File: src/rtl/rop_pkg.sv
package rop_pkg;
  localparam int WORD_W = 17;
  localparam int MAG_W  = WORD_W - 1;
  localparam int BYTE_W = MAG_W / 2;
  localparam int OPS_W  = 9;
  localparam int CNT_W  = 4;

  typedef enum logic [2:0] {
    CL_NONE,
    CL_MULTI,
    CL_SETGT,
    CL_G1,
    CL_G2,
    CL_G3
  } rop_class_e;

  typedef enum logic [1:0] {
    SH_ROT,
    SH_LOG,
    SH_ARI
  } shift_mode_e;

  typedef struct packed {
    rop_class_e       cls;
    logic             sel_a;
    logic [OPS_W-1:0] ops;
  } rop_dec_t;
endpackage

File: src/rtl/rop_shifter.sv
module rop_shifter
  import rop_pkg::*;
#(
  parameter int DW = MAG_W,
  parameter int AW = CNT_W
) (
  input  logic [DW-1:0] din,
  input  logic [AW-1:0] amt,
  input  logic          left,
  input  shift_mode_e   mode,
  output logic [DW-1:0] dout
);
  logic [DW-1:0] fill;

  assign fill = (mode == SH_ARI) ? {DW{din[DW-1]}} : '0;

  for (genvar s = 0; s < AW; s++) begin : g_stage
    localparam int K = 1 << s;
    logic [DW-1:0] di;
    logic [DW-1:0] lv;
    logic [DW-1:0] rv;
    logic [DW-1:0] q;

    if (s == 0) begin : g_first
      assign di = din;
    end else begin : g_next
      assign di = g_stage[s-1].q;
    end

    if (K < DW) begin : g_part
      always_comb begin
        if (mode == SH_ROT) begin
          lv = {di[DW-1-K:0], di[DW-1:DW-K]};
          rv = {di[K-1:0], di[DW-1:K]};
        end else begin
          lv = {di[DW-1-K:0], {K{1'b0}}};
          rv = {fill[K-1:0], di[DW-1:K]};
        end
      end
    end else begin : g_full
      always_comb begin
        lv = (mode == SH_ROT) ? di : '0;
        rv = (mode == SH_ROT) ? di : fill;
      end
    end

    assign q = amt[s] ? (left ? lv : rv) : di;
  end

  assign dout = g_stage[AW-1].q;
endmodule

File: src/rtl/rop_decode.sv
module rop_decode
  import rop_pkg::*;
(
  input  logic [WORD_W-1:0] word,
  output rop_dec_t          dec
);
  localparam int GRP_LO = OPS_W + 1;
  localparam int TOP_LO = GRP_LO + 2;

  logic [WORD_W-TOP_LO-1:0] top_bits;
  logic [1:0]               grp;

  assign top_bits = word[WORD_W-1:TOP_LO];
  assign grp      = word[TOP_LO-1:GRP_LO];

  always_comb begin
    dec.sel_a = word[OPS_W];
    dec.ops   = word[OPS_W-1:0];
    dec.cls   = CL_NONE;
    if (top_bits == '0) begin
      unique case (grp)
        2'b00: begin
          if (word[OPS_W-1])
            dec.cls = CL_MULTI;
          else if (word[OPS_W] && word[0])
            dec.cls = CL_SETGT;
          else
            dec.cls = CL_NONE;
        end
        2'b01:   dec.cls = CL_G1;
        2'b10:   dec.cls = CL_G2;
        default: dec.cls = CL_G3;
      endcase
    end
  end
endmodule

File: src/rtl/rop_exec.sv
module rop_exec
  import rop_pkg::*;
(
  input  rop_dec_t          dec,
  input  logic [WORD_W-1:0] a_i,
  input  logic [WORD_W-1:0] b_i,
  input  logic              c_i,
  input  logic              gt_i,
  input  logic [WORD_W-1:0] sw_i,
  output logic [WORD_W-1:0] a_o,
  output logic [WORD_W-1:0] b_o,
  output logic              c_o,
  output logic              gt_o,
  output logic              skip_o
);
  logic [WORD_W-1:0] r;
  logic [WORD_W-1:0] g1_v;
  logic [MAG_W-1:0]  sh_in;
  logic [MAG_W-1:0]  sh_out;
  logic [CNT_W-1:0]  sh_amt;
  logic              sh_left;
  shift_mode_e       sh_mode;
  logic [WORD_W-1:0] rn;
  logic              wr;
  logic [OPS_W-1:0]  op;

  assign op   = dec.ops;
  assign r    = dec.sel_a ? a_i : b_i;
  assign g1_v = r + WORD_W'(op[2]) - WORD_W'(op[3]);

  // shifter control: multi-place forms versus single-place group-one forms
  always_comb begin
    if (dec.cls == CL_MULTI) begin
      sh_in   = r[MAG_W-1:0];
      sh_amt  = op[CNT_W-1:0];
      sh_left = op[7];
      if (!op[6])
        sh_mode = SH_ROT;
      else if (!op[7] && op[4])
        sh_mode = SH_ARI;
      else
        sh_mode = SH_LOG;
    end else begin
      sh_in   = g1_v[MAG_W-1:0];
      sh_amt  = CNT_W'(1);
      sh_left = op[7];
      sh_mode = (op[5] && !op[6]) ? SH_ROT : SH_LOG;
    end
  end

  rop_shifter #(.DW(MAG_W), .AW(CNT_W)) u_shift (
    .din  (sh_in),
    .amt  (sh_amt),
    .left (sh_left),
    .mode (sh_mode),
    .dout (sh_out)
  );

  always_comb begin
    logic              c_tmp;
    logic              rot;
    logic [MAG_W-1:0]  body;
    logic [WORD_W-1:0] v;
    logic [3:0]        sel;
    logic [3:0]        cond;
    logic              hit;

    rn     = r;
    wr     = 1'b0;
    c_o    = c_i;
    gt_o   = gt_i;
    skip_o = 1'b0;
    c_tmp  = c_i;
    rot    = 1'b0;
    body   = '0;
    v      = r;
    sel    = '0;
    cond   = '0;
    hit    = 1'b0;

    unique case (dec.cls)
      CL_MULTI: begin
        wr = 1'b1;
        rn = {r[WORD_W-1], sh_out};
      end

      CL_SETGT: begin
        gt_o = 1'b1;
      end

      CL_G1: begin
        wr     = 1'b1;
        skip_o = (op[0] && !r[0]) || (op[1] && !r[MAG_W-1]);
        c_tmp  = op[8] ? 1'b0 : c_i;
        rot    = op[5] && !op[6];
        body   = g1_v[MAG_W-1:0];
        if (op[5] || op[6]) begin
          if (op[4]) begin
            if (op[7]) begin
              c_tmp = g1_v[MAG_W-1];
              body  = {g1_v[MAG_W-2:0], rot ? c_o_src(op[8], c_i) : 1'b0};
            end else begin
              c_tmp = g1_v[0];
              body  = {rot ? c_o_src(op[8], c_i) : 1'b0, g1_v[MAG_W-1:1]};
            end
          end else begin
            body = sh_out;
          end
        end
        c_o = c_tmp;
        rn  = {g1_v[WORD_W-1], body};
      end

      CL_G2: begin
        wr = 1'b1;
        v  = op[8] ? '0 : r;
        if (op[0]) v = sw_i;
        if (op[7]) v = ~v;
        if (op[2]) v[WORD_W-1] = 1'b0;
        if (op[1]) v[WORD_W-1] = ~v[WORD_W-1];
        if (op[3]) v = {v[WORD_W-1], v[BYTE_W-1:0], v[MAG_W-1:BYTE_W]};
        rn     = v;
        c_tmp  = op[6] ? 1'b0 : c_i;
        c_o    = op[5] ? ~c_tmp : c_tmp;
        skip_o = op[4];
      end

      CL_G3: begin
        wr   = 1'b1;
        sel  = {op[7], op[6], op[5], op[3]};
        cond = {r[WORD_W-1], |r, c_i, gt_i};
        hit  = |(sel & cond);
        skip_o = op[8] ? hit : ((|sel) && !hit);
        v  = op[1] ? '0 : r;
        if (op[0]) v = ~v;
        rn   = v;
        c_o  = op[4] ? 1'b0 : c_i;
        gt_o = op[2] ? 1'b0 : gt_i;
      end

      default: ;
    endcase
  end

  // carry value seen by a through-carry rotate after the optional clear
  function automatic logic c_o_src(input logic clr, input logic c);
    return clr ? 1'b0 : c;
  endfunction

  assign a_o = (wr && dec.sel_a)  ? rn : a_i;
  assign b_o = (wr && !dec.sel_a) ? rn : b_i;
endmodule

File: src/rtl/rop_unit.sv
module rop_unit
  import rop_pkg::*;
#(
  parameter int SYNC_STAGES = 2
) (
  input  logic              clk,
  input  logic              rst_n,
  input  logic              instr_valid,
  input  logic [WORD_W-1:0] instr,
  input  logic [WORD_W-1:0] switches,
  output logic [WORD_W-1:0] a_reg,
  output logic [WORD_W-1:0] b_reg,
  output logic              carry,
  output logic              gt,
  output logic              skip
);
  logic [SYNC_STAGES-1:0] rsync_q;
  logic                   rst_int_n;

  always_ff @(posedge clk or negedge rst_n) begin
    if (!rst_n) rsync_q <= '0;
    else        rsync_q <= {rsync_q[SYNC_STAGES-2:0], 1'b1};
  end

  assign rst_int_n = rsync_q[SYNC_STAGES-1];

  rop_dec_t          dec;
  logic [WORD_W-1:0] a_q, b_q, a_nx, b_nx, a_d, b_d;
  logic              c_q, g_q, s_q, c_nx, g_nx, s_nx, c_d, g_d, s_d;

  rop_decode u_dec (
    .word (instr),
    .dec  (dec)
  );

  rop_exec u_exec (
    .dec    (dec),
    .a_i    (a_q),
    .b_i    (b_q),
    .c_i    (c_q),
    .gt_i   (g_q),
    .sw_i   (switches),
    .a_o    (a_nx),
    .b_o    (b_nx),
    .c_o    (c_nx),
    .gt_o   (g_nx),
    .skip_o (s_nx)
  );

  // next-state selection under the clock enable
  always_comb begin
    a_d = instr_valid ? a_nx : a_q;
    b_d = instr_valid ? b_nx : b_q;
    c_d = instr_valid ? c_nx : c_q;
    g_d = instr_valid ? g_nx : g_q;
    s_d = instr_valid && s_nx;
  end

  always_ff @(posedge clk or negedge rst_int_n) begin
    if (!rst_int_n) begin
      a_q <= '0;
      b_q <= '0;
      c_q <= 1'b0;
      g_q <= 1'b0;
      s_q <= 1'b0;
    end else begin
      a_q <= a_d;
      b_q <= b_d;
      c_q <= c_d;
      g_q <= g_d;
      s_q <= s_d;
    end
  end

  assign a_reg = a_q;
  assign b_reg = b_q;
  assign carry = c_q;
  assign gt    = g_q;
  assign skip  = s_q;
endmodule

File: config.mk
export PLATFORM = sky130hd
export DESIGN_NAME = rop_unit
export DESIGN_NICKNAME = d
export VERILOG_FILES = /design/src/rtl/rop_pkg.sv /design/src/rtl/rop_shifter.sv /design/src/rtl/rop_decode.sv /design/src/rtl/rop_exec.sv /design/src/rtl/rop_unit.sv
export SDC_FILE = /design/constraint.sdc
export NUM_CORES = 1
export LEC_CHECK = 0
export ABC_AREA = 1
export BUFFER_PORTS_ARGS = -buffer_cell sky130_fd_sc_hd__buf_2
export CORE_MARGIN = 2
export CORE_UTILIZATION = 34
export DETAILED_ROUTE_END_ITERATION = 10
export PLACE_DENSITY = 0.51
export SYNTH_ARGS = -nofsm -noshare
export SYNTH_HDL_FRONTEND = slang
export SYNTH_SLANG_ARGS = --single-unit
File: constraint.sdc
create_clock -name clk -period 1.32 [get_ports clk]
set_input_delay 0.132 -clock clk [delete_from_list [all_inputs] [get_ports clk]]
set_output_delay 0.132 -clock clk [all_outputs]
set_load 0.1 [all_outputs]
==> impl_metrics.csv <==
group,metric,value,unit
run_status,status,"finished, violations left",
run_status,failed_checks,"setup timing",
logic_synthesis,syn_inst,1276,
clock_network,worstSkewPairLatency,290,ps
worst_setup_path,r2r_cells,29,
clock_network,cts_tree,"built",
sta,final-setup-viol-count,37,
sta,drv_slew,0,
sta,period_minus_slack,3810,ps
power,total_power,10.2,mW
floorplanning,coreArea,0.0200,sq mm
floorplanning,die_h,146,microns
clock_network,cts_buffers,5,
logic_synthesis,post_synth_num_cell_types,50,
grt,track_usage,35.0,%
final_layout,area_delta_synth_final,74.4,%
sta,finalHoldViolations,0,
logic_synthesis,synth_top_family_by_area,"simple AND/OR/NAND/NOR gates",
logic_synthesis,synth_top_area_share,26.3,%
power,power.leakage,6.03,nW
worst_setup_path,end_kind,"flop",
worst_setup_path,reg2reg_to,"a_reg[9]$_DFFE_PN0P_",
clock_network,cts-root-buf,"clkbuf_16",
placement,dpl_cell_area,0.0103,sq mm
clock_network,clockBufferDepth,2,
logic_synthesis,synth_top_area_cell,"nand2_1",
grt,grt_pass1_vias,9818,
route,via_per_inst,5.41,
worst_setup_path,max_stage_delay,470,ps
worst_setup_path,path_class,"reg -> reg",
route,drc,0,
logic_synthesis,muxShareOfSynthArea,0,%
worst_setup_path,cp.arrival,4000,ps
route,antenna_left,0,
run,drv_cap,0,
final_layout,finalNetCount,1669,
logic_synthesis,synthArstFlopShare,100,%
worst_setup_path,crit_fanout,2,
final_layout,nFillCells,1986,
worst_setup_path,r2r_slack,-2490,ps
worst_hold_path,min_path_type,"in -> reg",
logic_synthesis,synth_adder_area_share,4.65,%
placement,portBuffers,73,
logic_synthesis,synth_seq_cells,39,
route,firstDrtPassIters,5,
final_layout,multiInputGateArea,0.00669,sq mm
logic_synthesis,synth-compound-area-share,15.6,%
floorplanning,rows,52,
sta,fmax,262,MHz
floorplanning,io_pins,74,
floorplanning,dieArea,0.0214,sq mm
final_layout,final_core_util,60.0,%
sta,finalWorstSetupSlack,-2490,ps
worst_setup_path,slowest_stage,"dfrtp_4",
logic_synthesis,synth-main-ff-cell,"dfrtp_1",
worst_setup_path,reg2reg_from,"a_reg[0]$_DFFE_PN0P_",
grt,overflow,0,
logic_synthesis,synth-edff-count,0,
final_layout,n_antenna_cell,0,
worst_setup_path,cp-startpoint,"a_reg[0]$_DFFE_PN0P_",
route,drt_iter0_drc,812,
logic_synthesis,synth_seq_area_share,14.2,%
logic_synthesis,yosys-top-cells-area,"nand2_1, nand3_1, dfrtp_1",
sta,slew_headroom,42.5,%
power,ir_drop,0.651,mV
logic_synthesis,synth_xor_area_share,2.29,%
route,vias,10200,
logic_synthesis,ys_warn_count,0,
sta,period_share,289,%
worst_setup_path,crit_end,"a_reg[9]$_DFFE_PN0P_",
sta,grt_setup_unrepaired,"yes",
floorplanning,initial_core_util,34.4,%
logic_synthesis,syn_avg_cell_area,5.40,sq um
worst_setup_path,critPathRequiredTime,1500,ps
floorplanning,die_w,146,microns
route,wl,38200,microns
logic_synthesis,syn_area,0.00689,sq mm
route,drt-wirelength-per-cell,20.3,microns
logic_synthesis,synth-simple-area-share,52.1,%
worst_setup_path,crit_path_start_kind,"flop",
clock_network,clock_sinks,39,
logic_synthesis,synth_nets,1338,
clock_network,path_clk_slew,60,ps
grt,grt_antenna_before_repair,1,
final_layout,regArea,0.00104,sq mm
grt,grt_pass1_wl,57600,microns
final_layout,fin_area,0.0120,sq mm
sta,skew,3.78,ps
sta,worst_pin_slew,852,ps
placement,place.gp.congestion,1.06,
grt,grt_max_degree,38,
worst_setup_path,worst_path_most_repeated_cell,"nand3_2",
final_layout,drive_above_1_share,48.8,%
clock_network,ctsHtreeMaxLevel,2,
placement,dp_hpwl,30900,microns
power,p_per_area,848,mW/mm^2
layout by cell type (no fill, tap or decap), types with 6 or more instances in the layout:
cell and instances:
buf_6 13, nand2_1 371, nand3_2 102, dfrtp_2 24, o21ai_2 13, o311ai_0 16
nor3_1 19, dfrtp_1 6, o21ai_4 10, ha_4 14, xor2_1 17, o21ai_0 31
o21ai_1 10, or2_2 7, ha_1 6, buf_2 38, buf_12 39, dfrtp_4 9
nor2_2 10, o21bai_1 8, nand4_1 11, nand2_2 105, nor2_1 40, inv_4 6
o22ai_1 6, inv_1 102, nand3_4 18, a21oi_1 37, buf_4 281, nand2_4 15
nand3_1 105, a21oi_2 18, and2_1 7, or2_4 6, inv_2 24
cell usage after synthesis, types with 2 or more instances:
master,n
dfrtp_1,39
inv_1,122
o21a_1,2
buf_2,16
o22ai_1,6
nor2_2,5
nor2_1,48
o21ai_2,11
nand4_1,11
inv_2,10
xor2_1,17
a22o_1,5
a21oi_1,53
nor3_2,2
a21oi_2,3
o21ai_1,14
a31oi_1,3
nand2_4,2
or2_2,13
a21boi_1,2
and2_1,7
nand2_1,483
a22oi_1,6
clkbuf_1,32
nand2_2,6
o21ai_0,39
or2_1,3
buf_6,3
ha_1,24
o311ai_0,17
nand3_1,223
nor3_1,20
o21bai_1,8
clkinv_1,5
cells by family after synthesis:
kind of cell | after synthesis
other | 1
adder cells (fa/ha/maj) | 25
AO/OA/AOI/OAI | 174
flip-flops | 39
AND/OR/NAND/NOR | 828
buffers and inverters | 191
XOR/XNOR | 18
layout make-up:
class	instances	area share [%]
clock inverter	1	0.0416
clock buffer	7	1.10
timing repair buffer	377	27.2
tap	270	2.81
sequential	39	8.65
multi-input combinational	1046	55.7
inverter	138	4.48
metal layers:
layer | GRT usage, % | share of wire (%) | up-vias | wire, microns
li1 | - | - | 4861 | -
met1 | 48.5 | 44 | 4767 | 16600
met2 | 53.7 | 44 | 417 | 16800
met3 | 6.03 | 7.7 | 104 | 2940
met4 | 14.7 | 4.8 | 2 | 1840
met5 | 0 | 0.034 | - | 13
worst min path at each step:
stage | depth (start not counted) | to | startpoint
after global routing | 3 | gt$_DFFE_PN0P_ | instr_valid
final | 3 | gt$_DFFE_PN0P_ | instr_valid
after detailed placement | 1 | rsync_q[1]$_DFF_PN0_ | rst_n
after global placement | 1 | rsync_q[1]$_DFF_PN0_ | rst_n
after floorplan | 0 | rsync_q[0]$_DFF_PN0_ | rst_n
after CTS | 3 | gt$_DFFE_PN0P_ | instr_valid
critical path, delay by kind of cell (launching register included):
family | cells | cell delay, ps
and+or+nand+nor | 20 | 1930
AOI/OAI and AO/OA | 1 | 120
buffers and inverters | 5 | 440
adders and majority gates | 3 | 750
DFF | 1 | 470
repair_timing:
action | CTS | global route
gates cloned | 0 | 0
endpoints found under the hold margin | 2 | 0
gates resized for setup | 265 | 95
hold buffers | 1 | 0
buffers inserted | 11 | 11
endpoints found under the setup margin | 38 | 42
pin swaps | 80 | 60
through the flow:
step	setup slack [ps]	instances	hold slack, ps	TNS [ps]
after detailed placement	-2610	1851	-82.8	-87620
after floorplan	-2290	1276	-164	-73920
final	-2490	1878	121	-82050
after CTS	-2430	1869	119	-79770
after global routing	-2730	1878	131	-88350
after global placement	-2610	1851	-83.8	-86940
power by group:
part           internal, mW  switching (mW)  total (mW)
combinational          2.91            4.64        7.55
clock                 0.700           0.510        1.21
sequential             1.35          0.0858        1.43
Note: power is estimated with default switching activity, not from simulation.
